## src/rtl/wpg_pkg.sv

```systemverilog
package wpg_pkg;
  typedef enum logic [2:0] {
    OP_WRITE = 3'd0,
    OP_WALL  = 3'd1,
    OP_PREAD = 3'd2,
    OP_PARM  = 3'd3,
    OP_PCLR  = 3'd4,
    OP_PSET  = 3'd5,
    OP_PLOCK = 3'd6,
    OP_OTHER = 3'd7
  } op_e;
endpackage

```

## src/rtl/wpg_seq.sv

```systemverilog
module wpg_seq
  import wpg_pkg::*;
(
  input  logic clk,
  input  logic rst_n,
  input  logic cmd_v_i,
  input  op_e  op_i,
  input  logic psel_i,
  input  logic pgm_i,
  input  logic wen_i,
  output logic arm_q,
  output logic clr_go,
  output logic set_go,
  output logic lock_go
);
  logic levels_ok;
  logic fire_ok;

  assign levels_ok = psel_i && pgm_i;
  assign fire_ok   = cmd_v_i && arm_q && levels_ok;
  assign clr_go    = fire_ok && (op_i == OP_PCLR);
  assign set_go    = fire_ok && (op_i == OP_PSET);
  assign lock_go   = fire_ok && (op_i == OP_PLOCK);

  always_ff @(posedge clk) begin
    if (!rst_n) begin
      arm_q <= 1'b0;
    end else if (cmd_v_i) begin
      arm_q <= (op_i == OP_PARM) && levels_ok && wen_i;
    end
  end

  // arming only follows a fully qualified arm command
  assert_arm_qualified_R3: assert property (@(posedge clk) disable iff (!rst_n)
    $rose(arm_q) |-> $past(cmd_v_i && wen_i && psel_i && pgm_i));
endmodule

```

## src/rtl/wpg_store.sv

```systemverilog
module wpg_store #(
  parameter int ADDR_W = 8
) (
  input  logic              clk,
  input  logic              rst_n,
  input  logic              clr_go,
  input  logic              set_go,
  input  logic              lock_go,
  input  logic [ADDR_W-1:0] addr_i,
  output logic [ADDR_W-1:0] bound_q,
  output logic              clr_q,
  output logic              lock_q
);
  localparam logic [ADDR_W-1:0] ALL_ONES = {ADDR_W{1'b1}};

  logic do_clr;
  logic do_set;
  logic do_lock;

  assign do_clr  = clr_go && !lock_q;
  assign do_set  = set_go && !lock_q && clr_q;
  assign do_lock = lock_go && !lock_q;

  always_ff @(posedge clk) begin
    if (!rst_n) begin
      bound_q <= ALL_ONES;
      clr_q   <= 1'b1;
      lock_q  <= 1'b0;
    end else begin
      if (do_clr) begin
        bound_q <= ALL_ONES;
        clr_q   <= 1'b1;
      end else if (do_set) begin
        bound_q <= addr_i;
        clr_q   <= 1'b0;
      end
      if (do_lock) lock_q <= 1'b1;
    end
  end

  // lock is permanent and freezes the boundary
  assert_lock_sticky_R8: assert property (@(posedge clk) disable iff (!rst_n)
    lock_q |=> lock_q);
  assert_lock_freezes_R8: assert property (@(posedge clk) disable iff (!rst_n)
    lock_q |=> ($stable(bound_q) && $stable(clr_q)));
  // no change without a fired armed command
  assert_no_unarmed_change_R4: assert property (@(posedge clk) disable iff (!rst_n)
    !(clr_go || set_go) |=> ($stable(bound_q) && $stable(clr_q)));
  // set without the cleared flag leaves the boundary alone
  assert_set_needs_clear_R7: assert property (@(posedge clk) disable iff (!rst_n)
    (set_go && !clr_go && !clr_q) |=> $stable(bound_q));
endmodule

```

## src/rtl/wpg_judge.sv

```systemverilog
module wpg_judge
  import wpg_pkg::*;
#(
  parameter int ADDR_W = 8
) (
  input  logic              clk,
  input  logic              rst_n,
  input  logic              cmd_v_i,
  input  op_e               op_i,
  input  logic [ADDR_W-1:0] addr_i,
  input  logic              psel_i,
  input  logic              pgm_i,
  input  logic              wen_i,
  input  logic [ADDR_W-1:0] bound_i,
  input  logic              clr_i,
  output logic              wr_done_o,
  output logic              wr_ok_o,
  output logic              rd_valid_o,
  output logic [ADDR_W:0]   rd_bits_o
);
  function automatic logic word_open(input logic [ADDR_W-1:0] a,
                                     input logic [ADDR_W-1:0] b,
                                     input logic cleared);
    return cleared || (a < b);
  endfunction

  logic is_wr;
  logic is_wall;
  logic lvl_ok;
  logic permit;

  assign is_wr   = cmd_v_i && (op_i == OP_WRITE);
  assign is_wall = cmd_v_i && (op_i == OP_WALL);
  assign lvl_ok  = wen_i && pgm_i;
  assign permit  = lvl_ok && ((is_wr && word_open(addr_i, bound_i, clr_i)) ||
                              (is_wall && clr_i));

  always_ff @(posedge clk) begin
    if (!rst_n) begin
      wr_done_o  <= 1'b0;
      wr_ok_o    <= 1'b0;
      rd_valid_o <= 1'b0;
      rd_bits_o  <= '0;
    end else begin
      wr_done_o  <= is_wr || is_wall;
      wr_ok_o    <= permit;
      rd_valid_o <= cmd_v_i && (op_i == OP_PREAD) && psel_i;
      if (cmd_v_i && (op_i == OP_PREAD) && psel_i) rd_bits_o <= {1'b0, bound_i};
    end
  end

  // whole-array write refused unless cleared
  assert_wall_needs_clear_R10: assert property (@(posedge clk) disable iff (!rst_n)
    (is_wall && !clr_i) |=> (wr_done_o && !wr_ok_o));
  // writes need both enable levels
  assert_levels_needed_R11: assert property (@(posedge clk) disable iff (!rst_n)
    ((is_wr || is_wall) && !lvl_ok) |=> !wr_ok_o);
  // read word carries a zero lead bit and the live boundary
  assert_read_format_R9: assert property (@(posedge clk) disable iff (!rst_n)
    rd_valid_o |-> (rd_bits_o == {1'b0, bound_i}));
  // a permitted single write below a set boundary
  assert_write_below_R1: assert property (@(posedge clk) disable iff (!rst_n)
    (is_wr && lvl_ok && !clr_i && (addr_i >= bound_i)) |=> !wr_ok_o);
endmodule

```

## src/rtl/wprot_guard.sv

```systemverilog
module wprot_guard
  import wpg_pkg::*;
#(
  parameter int ADDR_W = 8
) (
  input  logic              clk,
  input  logic              rst_n,
  input  logic              cmd_v_i,
  input  logic [2:0]        cmd_op_i,
  input  logic [ADDR_W-1:0] cmd_addr_i,
  input  logic              psel_i,
  input  logic              pgm_i,
  input  logic              wen_i,
  output logic              wr_done_o,
  output logic              wr_ok_o,
  output logic              rd_valid_o,
  output logic [ADDR_W:0]   rd_bits_o
);
  op_e               op;
  logic              arm_q;
  logic              clr_go;
  logic              set_go;
  logic              lock_go;
  logic [ADDR_W-1:0] bound_q;
  logic              clr_q;
  logic              lock_q;

  assign op = op_e'(cmd_op_i);

  wpg_seq u_seq (
    .clk(clk), .rst_n(rst_n), .cmd_v_i(cmd_v_i), .op_i(op),
    .psel_i(psel_i), .pgm_i(pgm_i), .wen_i(wen_i),
    .arm_q(arm_q), .clr_go(clr_go), .set_go(set_go), .lock_go(lock_go)
  );

  wpg_store #(.ADDR_W(ADDR_W)) u_store (
    .clk(clk), .rst_n(rst_n), .clr_go(clr_go), .set_go(set_go),
    .lock_go(lock_go), .addr_i(cmd_addr_i),
    .bound_q(bound_q), .clr_q(clr_q), .lock_q(lock_q)
  );

  wpg_judge #(.ADDR_W(ADDR_W)) u_judge (
    .clk(clk), .rst_n(rst_n), .cmd_v_i(cmd_v_i), .op_i(op),
    .addr_i(cmd_addr_i), .psel_i(psel_i), .pgm_i(pgm_i), .wen_i(wen_i),
    .bound_i(bound_q), .clr_i(clr_q),
    .wr_done_o(wr_done_o), .wr_ok_o(wr_ok_o),
    .rd_valid_o(rd_valid_o), .rd_bits_o(rd_bits_o)
  );

  // protect commands with select low fire nothing
  assert_select_low_inert_R2: assert property (@(posedge clk) disable iff (!rst_n)
    (cmd_v_i && !psel_i) |-> !(clr_go || set_go || lock_go));
  // once locked, a clear fired later changes nothing
  assert_locked_clear_inert_R8: assert property (@(posedge clk) disable iff (!rst_n)
    (lock_q && clr_go) |=> (clr_q == $past(clr_q)));
endmodule

```

## config.mk

```make
export PLATFORM = sky130hd
export DESIGN_NAME = wprot_guard
export DESIGN_NICKNAME = d
export VERILOG_FILES = /design/src/rtl/wpg_pkg.sv /design/src/rtl/wpg_seq.sv /design/src/rtl/wpg_store.sv /design/src/rtl/wpg_judge.sv /design/src/rtl/wprot_guard.sv
export SDC_FILE = /design/constraint.sdc
export NUM_CORES = 1
export LEC_CHECK = 0
export BUFFER_PORTS_ARGS = -buffer_cell sky130_fd_sc_hd__buf_2
export CORE_MARGIN = 2
export CORE_UTILIZATION = 50
export CTS_BUF_LIST = sky130_fd_sc_hd__clkbuf_16
export DETAILED_ROUTE_END_ITERATION = 16
export PLACE_DENSITY = 0.84
export RECOVER_POWER = 25
export SLEW_MARGIN = 5
export SYNTH_ARGS = -nofsm -noshare
export SYNTH_HDL_FRONTEND = slang
export SYNTH_SLANG_ARGS = --single-unit
```

## constraint.sdc

```tcl
create_clock -name clk -period 2.2 [get_ports clk]
set_input_delay 0.11 -clock clk [delete_from_list [all_inputs] [get_ports clk]]
set_output_delay 0.11 -clock clk [all_outputs]
set_load 0.03 [all_outputs]
```

==> out/metrics.cfg <==
[routing]
wirelength_um=1957
drtPass1Iterations=4
post-route-drc-count=0
first_iter_violations=23
wl_per_cell_um=12.39
vias_per_cell=5.209
vias=823
ant_nets=0

[floorplan]
die_x_um=48.86
row_count=16
die-area_um2=2387
io_pins=29
die_y_um=48.86
coreArea_um2=1922
initial_utilization_pct=52.34

[sta]
slew_violations=0
finalSetupTns_ns=0
setup_viol=0
grt_setup_unrepaired=no
finalHoldViolCount=0
layout_min_cycle_time_ns=1.305
clock.fmax_ghz=0.7661
worst-slew-pin-transition_ns=0.5639
maxSlewHeadroom_pct=62.30
post-route-period-util_pct=59.33
clock_skew_ns=0.002137

[clocking]
cts_tree=done
cts_resized=0
clkTransAtPathRegs_ns=0.06
clockBufferDepth=2
clk_latency_ns=0.25
root_buffer=clkbuf_16
clock_sinks=22
postCtsHoldBufs=0
htreeDepth=1
cts_setup_buffers=0
cts_made_buffers=3

[worst_hold_path]
hp-class=input pin to register
whs_endpoint=u_judge.wr_done_o
min_path_cells=2
hp-start=cmd_op_i[2]

[final_layout]
insertedDiodeCount=0
area_delta_synth_final_pct=21.52
nets=156
drive_above_1_share_pct=20.61
final_cell_count_no_fill=158
fillers=175

[placed_design]
place.gp.congestion=0.8934
port-buffer-count=27
place_inst=154

[power]
clock_power_share_pct=44.3
power_density_nw_per_um2=690.7
pwr-share-comb_pct=7.7
leakage_nw=0.7169
p_sw_share_pct=20.73
irDropWorstVdd_mv=0.5317
switchingPower_uw=175.0
p_int_uw=669.3
seqPwrFrac_pct=47.9

[yosys]
avgSynthCellArea_um2=9.767
ys_types=27
synth_sequential_area_ratio_pct=43.78
syn_area_um2=1006
syn_inst=103
yosys_warnings=0
synth-seq-cells=22
synth_nets=127

[worst_setup_path]
arrival_ns=1.48
crit_type=register to register
endpoint_kind=register
critPathMaxFanout=3
start_kind=register
cpPeakStageDelay_ns=0.34
rrSetupSlack_ns=0.89
worst-path-buf-inv=1
critPathSlowestCell=dfxtp_1
crit_family=compound AO/OA/AOI/OAI gates
crit_chain=inv_1 -> ha_1 -> a211oi_1 -> o2111ai_1 -> a41oi_1
cp.required_ns=2.37
ff2ff_path_depth=5
r2r_end=u_judge.wr_ok_o
regToRegStartpoint=u_store.bound_q[7]

[outcome]
run_status=finished, final reports clean

[run]
maxCapViolations=0

[global_routing]
grt_pass1_wl_um=3443
antenna_found_initial=0
grt_use_total_pct=18.56
overflow=0
grt_max_degree=13
grt_pass1_vias=775

## logic make-up (layout without fill, tap and decap cells)
group / Yosys count / in the layout / share of synthesized area, %
AOI/OAI and AO/OA: 11 / 11 / 7.464
adders and majority gates: 7 / 7 / 8.706
buffers and inverters: 12 / 40 / 5.223
DFF: 22 / 22 / 43.78
muxes: 16 / 16 / 15.92
other: 1 / 1 / 0.3728
and+or+nand+nor: 34 / 34 / 18.53
## synth_stat cells (all sizes together)
| cell | n | area [um^2] |
|---|---|---|
| a211oi | 1 | 7.510 |
| a21oi | 4 | 20.02 |
| a31oi | 1 | 6.260 |
| a41oi | 1 | 8.760 |
| and2 | 1 | 6.260 |
| and2b | 1 | 7.510 |
| and3 | 1 | 6.260 |
| and4 | 1 | 10.01 |
| buf | 2 | 15.01 |
| clkbuf | 1 | 3.750 |
| conb | 1 | 3.750 |
| dfxtp | 22 | 440.4 |
| ha | 7 | 87.58 |
| inv | 9 | 33.78 |
| mux2i | 16 | 160.2 |
| nand2 | 10 | 37.54 |
| nand2b | 2 | 12.51 |
| nand3 | 2 | 10.01 |
| nand4 | 3 | 33.78 |
| nor2 | 11 | 41.29 |
| nor2b | 1 | 6.260 |
| nor4b | 1 | 15.01 |
| o2111ai | 1 | 8.760 |
| o211ai | 1 | 7.510 |
| o21a | 1 | 7.510 |
| o221ai | 1 | 8.760 |
## worst max-delay path by stage
stage / from / end / slack, ns / depth (start not counted)
2_1_floorplan: u_store.bound_q[7] / u_judge.wr_ok_o / 1.00 / 5
3_3_place_gp: u_store.bound_q[7] / u_judge.wr_ok_o / 0.91 / 5
3_5_place_dp: cmd_op_i[2] / u_judge.rd_bits_o[5] / 0.86 / 5
4_1_cts: u_store.bound_q[7] / u_judge.wr_ok_o / 0.87 / 5
5_1_grt: u_store.bound_q[7] / u_judge.wr_ok_o / 0.78 / 5
6_report: u_store.bound_q[7] / u_judge.wr_ok_o / 0.89 / 5
## sequential cells by signal, indices dropped and copies added, names as in the netlist
register and count:
u_judge.rd_bits_o 8, u_store.bound_q 8, u_judge.rd_valid_o 1, u_judge.wr_done_o 1
u_judge.wr_ok_o 1, u_seq.arm_q 1, u_store.clr_q 1, u_store.lock_q 1
## placed cells by master (no fill, tap or decap), drive strengths merged
cell type and instances:
o221ai 1, clkbuf 8, and2 1, and3 1, a41oi 1, a31oi 1
nand2 10, a211oi 1, mux2i 16, o211ai 1, nor2 11, nor2b 1
conb 1, nand3 2, inv 9, nand4 3, o21a 1, a21oi 4
clkinv 1, dfxtp 22, and2b 1, buf 22, and4 1, o2111ai 1
nor4b 1, ha 7, nand2b 2
## per-stage QoR
| stage | setup slack [ns] | power, mW | utilization (%) | cell area, um^2 | hold slack (ns) |
|---|---|---|---|---|---|
| finish | 0.8948 | 0.8443 | 63.61 | 1222 | 0.06636 |
| global route | 0.7777 | 0.8898 | 63.61 | 1222 | 0.06766 |
| CTS | 0.8744 | 0.8544 | 64.26 | 1235 | 0.05976 |
| detailed placement | 0.8562 | 0.4784 | 60.16 | 1156 | 0.3226 |
| global placement | 0.9143 | 0.4761 | 60.16 | 1156 | 0.3126 |
| floorplan | 1.001 | 0.4503 | - | 1006 | 0.1875 |
## per-layer routing
layer | routed length (um) | part of all wire, % | GRT usage [%] | vias to the layer above
met5 | 0 | 0 | 0 | -
met1 | 881 | 45 | 25.15 | 374
met2 | 918 | 47 | 28.54 | 29
li1 | - | - | - | 413
met3 | 106 | 5.4 | 3.374 | 7
met4 | 51 | 2.6 | 9.048 | 0
## power by group through the flow
stage	Clock [mW]	Sequential, mW	Combinational, mW
floorplan	0	0.421	0.0291
global placement	0	0.413	0.0631
detailed placement	0	0.413	0.0652
CTS	0.384	0.404	0.0662
global route	0.413	0.405	0.0716
finish	0.374	0.405	0.0654
## cell type report
| type | count | area, um^2 | share of cell area, % |
|---|---|---|---|
| multi-input combinational | 69 | 506.7 | 41.45 |
| sequential | 22 | 440.4 | 36.03 |
| timing repair buffer | 27 | 128.9 | 10.54 |
| clock buffer | 3 | 75.07 | 6.141 |
| inverter | 9 | 33.78 | 2.764 |
| tap | 27 | 33.78 | 2.764 |
| clock inverter | 1 | 3.754 | 0.3071 |
Note: power is estimated with default switching activity, not from simulation.
